## config.mk

```make
export PLATFORM = sky130hd
export DESIGN_NAME = sio_irq_bank
export DESIGN_NICKNAME = d
export VERILOG_FILES = /design/src/rtl/sio_irq_pkg.sv /design/src/rtl/sio_irq_decode.sv /design/src/rtl/sio_irq_mask.sv /design/src/rtl/sio_irq_status.sv /design/src/rtl/sio_irq_bank.sv
export SDC_FILE = /design/constraint.sdc
export NUM_CORES = 1
export LEC_CHECK = 0
export BUFFER_PORTS_ARGS = -buffer_cell sky130_fd_sc_hd__buf_2
export CAP_MARGIN = 30
export CORE_MARGIN = 4
export CORE_UTILIZATION = 55
export CTS_CLUSTER_SIZE = 20
export DETAILED_ROUTE_END_ITERATION = 12
export PLACE_DENSITY = 0.8
export SYNTH_ARGS = -nofsm -noshare
export SYNTH_HDL_FRONTEND = slang
export SYNTH_SLANG_ARGS = --single-unit
```

## constraint.sdc

```tcl
create_clock -name clk -period 5.5 [get_ports clk]
set_input_delay 0.275 -clock clk [delete_from_list [all_inputs] [get_ports clk]]
set_output_delay 0.275 -clock clk [all_outputs]
set_load 0.01 [all_outputs]
```

## src/rtl/sio_irq_pkg.sv

```systemverilog
package sio_irq_pkg;
  localparam int unsigned WORD_W = 32;
  localparam logic [WORD_W-1:0] IDENT_WORD = 32'h0007_0002;

  // word index order equals the address map (index = offset / 4)
  typedef enum logic [2:0] {
    SEL_IDENT    = 3'd0,
    SEL_COUNT    = 3'd1,
    SEL_STATUS   = 3'd2,
    SEL_IEN_SET  = 3'd3,
    SEL_IEN_CLR  = 3'd4,
    SEL_WAKE_SET = 3'd5,
    SEL_WAKE_CLR = 3'd6,
    SEL_NONE     = 3'd7
  } reg_sel_e;

  localparam int unsigned N_MASKS = 2;  // 0: interrupt enable, 1: wake
endpackage

```

## src/rtl/sio_irq_decode.sv

```systemverilog
module sio_irq_decode
  import sio_irq_pkg::*;
#(
  parameter int unsigned ADDR_W   = 14,
  parameter int unsigned WIN_BASE = 'h1000
) (
  input  logic [ADDR_W-1:0] addr,
  input  logic [3:0]        be,
  output reg_sel_e          sel
);
  localparam int unsigned IDX_W = ADDR_W - 2;

  logic             full_word;
  logic             below_win;
  logic [IDX_W-1:0] idx;

  assign full_word = (be == 4'b1111) && (addr[1:0] == 2'b00);
  assign below_win = ({{(32-ADDR_W){1'b0}}, addr} < WIN_BASE);
  assign idx       = addr[ADDR_W-1:2];

  always_comb begin
    sel = SEL_NONE;
    if (full_word && below_win && (idx < IDX_W'(7)))
      sel = reg_sel_e'(idx[2:0]);
  end
endmodule

```

## src/rtl/sio_irq_mask.sv

```systemverilog
module sio_irq_mask #(
  parameter int unsigned W = 32
) (
  input  logic         clk,
  input  logic         rst,
  input  logic         set_we,
  input  logic         clr_we,
  input  logic [W-1:0] wdata,
  output logic [W-1:0] mask_q,
  output logic [W-1:0] mask_d
);
  logic [W-1:0] set_bits;
  logic [W-1:0] clr_bits;

  assign set_bits = set_we ? wdata : '0;
  assign clr_bits = clr_we ? wdata : '0;
  assign mask_d   = (mask_q | set_bits) & ~clr_bits;

  always_ff @(posedge clk) begin
    if (rst) mask_q <= '0;
    else     mask_q <= mask_d;
  end

  logic seen_q;
  always_ff @(posedge clk) begin
    if (rst) seen_q <= 1'b0;
    else     seen_q <= 1'b1;
  end

  p_set_or_r2: assert property (@(posedge clk) disable iff (rst)
    seen_q && $past(set_we) |-> mask_q == ($past(mask_q) | $past(wdata)));

  p_clr_sel_r3: assert property (@(posedge clk) disable iff (rst)
    seen_q && $past(clr_we) |-> mask_q == ($past(mask_q) & ~$past(wdata)));

  p_hold_r8: assert property (@(posedge clk) disable iff (rst)
    seen_q && !$past(set_we) && !$past(clr_we) |-> $stable(mask_q));
endmodule

```

## src/rtl/sio_irq_status.sv

```systemverilog
module sio_irq_status #(
  parameter int unsigned NUM_PORTS = 16,
  parameter int unsigned W         = 32
) (
  input  logic                 clk,
  input  logic                 rst,
  input  logic [NUM_PORTS-1:0] req,
  input  logic [W-1:0]         en_d,
  output logic [W-1:0]         sts_q,
  output logic                 irq_q
);
  logic [W-1:0] sts_d;

  generate
    if (NUM_PORTS < W) begin : g_pad
      assign sts_d = {{(W-NUM_PORTS){1'b0}}, req};
    end else begin : g_full
      assign sts_d = req[W-1:0];
    end
  endgenerate

  always_ff @(posedge clk) begin
    if (rst) begin
      sts_q <= '0;
      irq_q <= 1'b0;
    end else begin
      sts_q <= sts_d;
      irq_q <= |(sts_d & en_d);
    end
  end

  logic seen_q;
  always_ff @(posedge clk) begin
    if (rst) seen_q <= 1'b0;
    else     seen_q <= 1'b1;
  end

  p_sts_follow_r5: assert property (@(posedge clk) disable iff (rst)
    seen_q |-> sts_q[NUM_PORTS-1:0] == $past(req));

  p_irq_level_r6: assert property (@(posedge clk) disable iff (rst)
    seen_q && ($past(req) == '0) |-> !irq_q);
endmodule

```

## src/rtl/sio_irq_bank.sv

```systemverilog
module sio_irq_bank
  import sio_irq_pkg::*;
#(
  parameter int unsigned NUM_PORTS = 16,
  parameter int unsigned ADDR_W    = 14,
  parameter int unsigned WIN_BASE  = 'h1000
) (
  input  logic                  clk,
  input  logic                  rst,
  input  logic [NUM_PORTS-1:0]  req,
  input  logic [ADDR_W-1:0]     addr,
  input  logic [3:0]            be,
  input  logic                  we,
  input  logic [WORD_W-1:0]     wdata,
  output logic [WORD_W-1:0]     rdata,
  output logic                  irq
);
  localparam int unsigned MAX_PORTS = 16;
  localparam logic [WORD_W-1:0] COUNT_WORD = WORD_W'(NUM_PORTS);

  generate
    if (NUM_PORTS < 1 || NUM_PORTS > MAX_PORTS) begin : g_bad_cfg
      $error("sio_irq_bank: NUM_PORTS out of range 1..16");
    end
  endgenerate

  reg_sel_e sel;

  sio_irq_decode #(.ADDR_W(ADDR_W), .WIN_BASE(WIN_BASE)) u_dec (
    .addr (addr),
    .be   (be),
    .sel  (sel)
  );

  logic [N_MASKS-1:0] set_we;
  logic [N_MASKS-1:0] clr_we;
  logic [WORD_W-1:0]  mask_q [N_MASKS];
  logic [WORD_W-1:0]  mask_d [N_MASKS];

  assign set_we[0] = we && (sel == SEL_IEN_SET);
  assign clr_we[0] = we && (sel == SEL_IEN_CLR);
  assign set_we[1] = we && (sel == SEL_WAKE_SET);
  assign clr_we[1] = we && (sel == SEL_WAKE_CLR);

  generate
    for (genvar g = 0; g < N_MASKS; g++) begin : g_mask
      sio_irq_mask #(.W(WORD_W)) u_mask (
        .clk    (clk),
        .rst    (rst),
        .set_we (set_we[g]),
        .clr_we (clr_we[g]),
        .wdata  (wdata),
        .mask_q (mask_q[g]),
        .mask_d (mask_d[g])
      );
    end
  endgenerate

  logic [WORD_W-1:0] sts_q;

  sio_irq_status #(.NUM_PORTS(NUM_PORTS), .W(WORD_W)) u_sts (
    .clk   (clk),
    .rst   (rst),
    .req   (req),
    .en_d  (mask_d[0]),
    .sts_q (sts_q),
    .irq_q (irq)
  );

  logic [WORD_W-1:0] rd_mux;
  logic [WORD_W-1:0] wake_next_unused;
  assign wake_next_unused = mask_d[1];

  always_comb begin
    unique case (sel)
      SEL_IDENT:    rd_mux = IDENT_WORD;
      SEL_COUNT:    rd_mux = COUNT_WORD;
      SEL_STATUS:   rd_mux = sts_q;
      SEL_IEN_SET:  rd_mux = mask_q[0];
      SEL_IEN_CLR:  rd_mux = ~mask_q[0];
      SEL_WAKE_SET: rd_mux = mask_q[1];
      SEL_WAKE_CLR: rd_mux = ~mask_q[1];
      default:      rd_mux = '0;
    endcase
  end

  always_ff @(posedge clk) begin
    if (rst) rdata <= '0;
    else     rdata <= rd_mux;
  end

  logic seen_q;
  always_ff @(posedge clk) begin
    if (rst) seen_q <= 1'b0;
    else     seen_q <= 1'b1;
  end

  p_irq_and_r6: assert property (@(posedge clk) disable iff (rst)
    irq == |(sts_q & mask_q[0]));

  p_wake_free_r7: assert property (@(posedge clk) disable iff (rst)
    seen_q && $stable(sts_q) && $stable(mask_q[0]) |-> $stable(irq));

  p_partial_zero_r9: assert property (@(posedge clk) disable iff (rst)
    seen_q && ($past(be) != 4'b1111) |-> rdata == '0);

  p_ident_r1: assert property (@(posedge clk) disable iff (rst)
    seen_q && $past(addr) == '0 && $past(be) == 4'b1111 |-> rdata == IDENT_WORD);
endmodule

```

; ---- Yosys cells after proc, flatten, opt, wreduce, memory -nomap -nowiden
; Index checks and enable logic that the tools add are counted.
[op_classes]
n_reduce_logical = 10
bitwise = 9
n_shift = 0
order_cmp = 2
n_addsub = 0
div_mod_pow = 0
eq_ne = 7
n_mux = 6
multipliers = 0
[op_table]
columns = cell, n
row1 = $pmux 32 s7, 1
row2 = $mux 32, 4
row3 = $not 32->32, 4
row4 = $and 32x32->32, 2
row5 = $or 32x32->32, 2
row6 = $and 16x32->32, 1
row7 = $reduce_or 32->1, 1
row8 = $lt 14x13->1 const B, 1
row9 = $lt 12x3->1 const B, 1
row10 = $eq 3x3->1 const B, 3
row11 = $logic_and 1x1->1, 7
row12 = $eq 3x2->1 const B, 2
row13 = $eq 4x4->1 const B, 1
row14 = $eq 3x1->1 const B, 1
row15 = $logic_not 3->1, 1
row16 = $mux 3, 1
row17 = $logic_not 2->1, 1
[totals]
mem_count = 0
mem_bits_ro = 0
inputBits = 69
latchBits = 0
elab_cells = 40
regBits = 129
ramBits = 0

; ---- Logic depth before layout (Yosys ltp)
[depth]
ltp_word = 12
mapped_depth = 9
mapped_depth_nobuf = 6

; ---- Modules after synthesis
; A second synthesis with hierarchy kept.
[hier_totals]
hier_cells = 597
hier_area_um2 = 6159.7
[by_module_without_submodules]
columns = mod, cells_per_inst, seq_area_each_um2, instances, area_each_um2
row1 = sio_irq_mask, 141, 640.6, 2, 1556.5
row2 = sio_irq_bank, 245, 640.6, 1, 2284.7
row3 = sio_irq_status, 61, 340.3, 1, 658.1
row4 = sio_irq_decode, 9, 0.0, 1, 103.8

; ---- Worst setup path before layout
; OpenSTA, ideal clock, no wires.
[synth_path]
kind = input to register
from = in addr[12]
to = reg u_sts.irq_q
required_time_ns = 5.355
arrival_time_ns = 2.291
cell_stages = 8
path_slack_ns = 3.064
n_path_buf = 2
setup_time_ns = 0.145
path_cell_list = or4_1 or2_1 buf_6 nor4_4 buf_6 a21oi_2 a2111oi_2 a41oi_1
[synth_via]
elab_chain_len = 11
elab_cells_between_ends = 16
classes_between = order compare: 2 / eq/ne: 2 / mux: 3 / bitwise: 4 / reduce/logical: 5
[synth_lines]
columns = element, line
row1 = from (decl), sio_irq_bank.sv:11  ; input logic [ADDR_W-1:0] addr,
row2 = $lt 14x13->1, sio_irq_decode.sv:18  ; assign below_win = ({{(32-ADDR_W){1'b0}}, addr} < WIN_BASE);
row3 = $logic_and 1x1->1, sio_irq_decode.sv:23  ; if (full_word && below_win && (idx < IDX_W'(7)))
row4 = $logic_and 1x1->1 (*), sio_irq_decode.sv:23
row5 = $mux 3 (*), sio_irq_decode.sv:23
row6 = $eq 3x2->1 or $eq 3x3->1 (tied branches), "sio_irq_bank.sv:40, sio_irq_bank.sv:41"
row7 = $logic_and 1x1->1 (on tied branches), "sio_irq_bank.sv:40, sio_irq_bank.sv:41"
row8 = $mux 32 (on tied branches), "sio_irq_mask.sv:15, sio_irq_mask.sv:16"
row9 = $or 32x32->32 or $not 32->32 (tied branches), sio_irq_mask.sv:17  ; assign mask_d = (mask_q | set_bits) & ~clr_bits;
row10 = $and 32x32->32 (*), sio_irq_mask.sv:17
row11 = $and 16x32->32 (*), sio_irq_status.sv:28  ; irq_q <= |(sts_d & en_d);
row12 = $reduce_or 32->1 (*), sio_irq_status.sv:28
row13 = to (signal assigned), sio_irq_status.sv:28
row14 = to (decl), sio_irq_status.sv:10  ; output logic irq_q
; Mark *: on every way between the ends. The rest lies on a longest branch, timed or not.
; A chain may end at the register's enable or synchronous reset.

; ---- Worst setup path after layout
[layout_path]
from = in addr[4]
to = reg g_mask[1].u_mask.mask_q[11]
[layout_via]
elab_chain_len = 9
elab_cells_between_ends = 14
classes_between = order compare: 2 / eq/ne: 2 / mux: 3 / bitwise: 3 / reduce/logical: 4
[layout_lines]
columns = element, line
row1 = $lt 14x13->1, sio_irq_decode.sv:18
row2 = $logic_and 1x1->1 (2 in a row), sio_irq_decode.sv:23
row3 = $mux 3 (*), sio_irq_decode.sv:23
row4 = $eq 3x3->1 (on tied branches), "sio_irq_bank.sv:42, sio_irq_bank.sv:43"
row5 = $logic_and 1x1->1 (on tied branches), "sio_irq_bank.sv:42, sio_irq_bank.sv:43"
row6 = $mux 32 (on tied branches), "sio_irq_mask.sv:15, sio_irq_mask.sv:16"
row7 = $or 32x32->32 or $not 32->32 (tied branches), sio_irq_mask.sv:17
row8 = $and 32x32->32 (*), sio_irq_mask.sv:17
row9 = to (signal assigned), sio_irq_mask.sv:21  ; else mask_q <= mask_d;
row10 = to (decl), sio_irq_mask.sv:9  ; output logic [W-1:0] mask_q,
; Marks and branches as above.

==> summary.txt <==
Period minus WS final - 2840 ps
Setup crit start kind - input port
Final Skew - 9.31 ps
placed cell area - 5390 µm²
GPL Wtd Cong - 0.820
arrival time worst endpoint - 3260 ps
ANT cells - 0
CTS HTree Levels - 4
antenna viol nets, final - 0
# IOs - 102
reg-to-reg endpoint - u_sts.irq_q
worst path cell trace - buf_2, nor2b_1, and3_1, buf_4, a21oi_1, a211oi_1
setup violators final - 0
max_cap viols - 0
maximum vdd drop - 0.192 mV
clk root buf - clkbuf_8
grt peak-use layer - met2
Bufs on Longest Clock Path - 2
R2R Path Start - g_mask[0].u_mask.mask_q[15]
met3 Use GR - 7.03%
first-pass GRT wire length - 23700 µm
Worst-Skew Late Latency - 520 ps
GRT overflow - 0
status - finished clean
P_leak - 2.48 nW
reg-to-reg slack, setup - 3980 ps
core area - 8680 µm²
Initial Util - 56.1%
CTS tree - done
vias in the first global route - 5025
share of the synthesized area in the top cell type - 46.5%
die area - 10400 µm²
Synth cell types - 36
crit path from - addr[4]
die width - 102 µm
via-per-instance ratio - 6.18
ys flop type - dfxtp_1
worst stage delay on the critical path - 930 ps
cell row count - 34
slowest stage cell, crit path - nor2b_1
Pre-antenna DRT Iters - 6
Routed WL per cell - 18.3 µm
Global Route Usage Sum - 28.7%
Synth top cells by count - dfxtp_1, a21oi_1, a211oi_1, nor2_1, clkbuf_1
Slew headroom - 26.7%
Synth area leader - dfxtp_1
Synth-to-Final Area Change - 30.2%
Crit path required time - 5930 ps
hpwl dp - 8600 µm
post-cts sizing count - 0
library cell with the highest instance count after synthesis - dfxtp_1
DRC Markers - 0
f_max - 0.352 GHz
share of layout cells above drive strength 1 - 21.4%
fin area - 6330 µm²
critical path type - in2reg
# clock sinks - 113
peak fanout along the critical path - 30
period utilization - 51.6%
met2 Usage GRT - 48.0%
crit path capture - g_mask[1].u_mask.mask_q[11]
Post-synth EDFFs - 0
number of synthesized register bits - 113
synth top area cells - dfxtp_1, a211oi_1, a21oi_1
fill count - 656
reg2reg path depth - 4
Post-Syn Instances - 573
largest net degree at the start of global routing - 83
cell area after synthesis - 4870 µm²
global routing met1 resource utilization - 35.2%
Die H - 102 µm
number of antenna violations at the first check in global routing - 0
IO Port Bufs - 101
Total Nets Final - 756
RSZ-0062 raised after global routing - false
Tot Pwr - 2.06 mW
Synth async-reset ratio - 0%
clock-pin slew on the worst setup and hold paths - 50 ps
Synth warnings - 0
Synth Net Count - 642
synthesized area per cell - 8.49 µm²
footprint of the multi-input gates - 2340 µm²
post-route setup TNS - 0 ps
Crit. End Element - register
Iter 0 DRT Violations - 473
Vias - 4997
Worst-Margin Slew - 1090 ps
min-delay worst type - in2reg
sequential area share after synthesis - 46.5%
pwr/cell area - 325 nW/µm²
Total Wirelength - 14800 µm
TritonCTS buffer count - 17
Final Slew Violations - 0
sequential cell area - 2260 µm²
Final Hold Viols - 0
## final cells by class
type,instances,share of cell area [%]
Timing Repair Buffer,147,15.0
Sequential cell,113,35.7
Tap cell,108,2.13
Multi-Input combinational cell,394,36.9
Clock inverter,11,2.13
Inverter,14,0.830
Clock buffer,21,7.25
## sequential cells by signal, indices dropped and copies added, names as in the netlist
signal,count
rdata,32
g_mask.u_mask.mask_q,64
u_sts.irq_q,1
u_sts.sts_q,16
## cells in the final DEF (no fill, tap or decap), drive strengths merged, types with 2 or more instances in the layout
cell type	n
a2111oi	4
a211oi	74
a21oi	92
a22o	13
a22oi	27
a31oi	16
a41oi	2
and3	2
buf	113
bufinv	3
clkbuf	21
clkinv	6
clkinvlp	2
dfxtp	113
dlygate4sd3	34
inv	14
mux2i	13
nand2	36
nor2	67
nor2b	12
nor3	2
nor4	2
o21ai	18
or3	2
or4	2
## cell families after synthesis
logic type / synth area share (%)
multiplexers: 2.91
AND/OR/NAND/NOR: 12.4
flip-flops: 46.5
AO/OA/AOI/OAI: 32.7
buffers and inverters: 5.53
## worst min-delay path by stage
stage / from / endpoint / slack, ps / cells past startpoint
after floorplan: wdata[16] / g_mask[0].u_mask.mask_q[16] / 370 / 1
after global placement: wdata[25] / g_mask[1].u_mask.mask_q[25] / 510 / 2
after detailed placement: wdata[27] / g_mask[0].u_mask.mask_q[27] / 510 / 2
after CTS: wdata[5] / g_mask[1].u_mask.mask_q[5] / 2 / 2
after global routing: wdata[5] / g_mask[1].u_mask.mask_q[5] / 3 / 2
final: req[7] / u_sts.sts_q[7] / 10 / 2
## critical path: cells and delay by family
kind / cells / cell delay, ps
AO/OA/AOI/OAI: 2 / 350
buffers and inverters: 2 / 890
AND/OR/NAND/NOR: 2 / 1720
## power by group
part,leakage (nW),internal (mW),total (mW),switching [mW]
registers,0.914,0.825,0.827,0.00180
logic,1.28,0.0539,0.132,0.0784
clock network,0.293,0.720,1.10,0.380
## layer usage
layer	wire length [µm]	part of all wire, %
met5	0	0
met4	290	2.0
met3	1220	8.2
met2	7420	50
met1	5870	40
## through the flow
step | worst slack [ps] | hold WS [ps] | cells | util [%]
finish | 2660 | 10.4 | 808 | 73.0
global route | 2520 | 3.04 | 808 | 73.0
CTS | 2820 | 1.53 | 806 | 72.8
detailed placement | 2310 | 514 | 740 | 62.1
global placement | 1750 | 507 | 736 | 61.5
floorplan | 3060 | 372 | 573 | -
## timing repair
action,CTS,global route
endpoints found under the setup margin,0,0
hold buffers,34,0
endpoints found under the hold margin,51,0
setup buffers,0,0
Power figures use the tool's default switching activity.
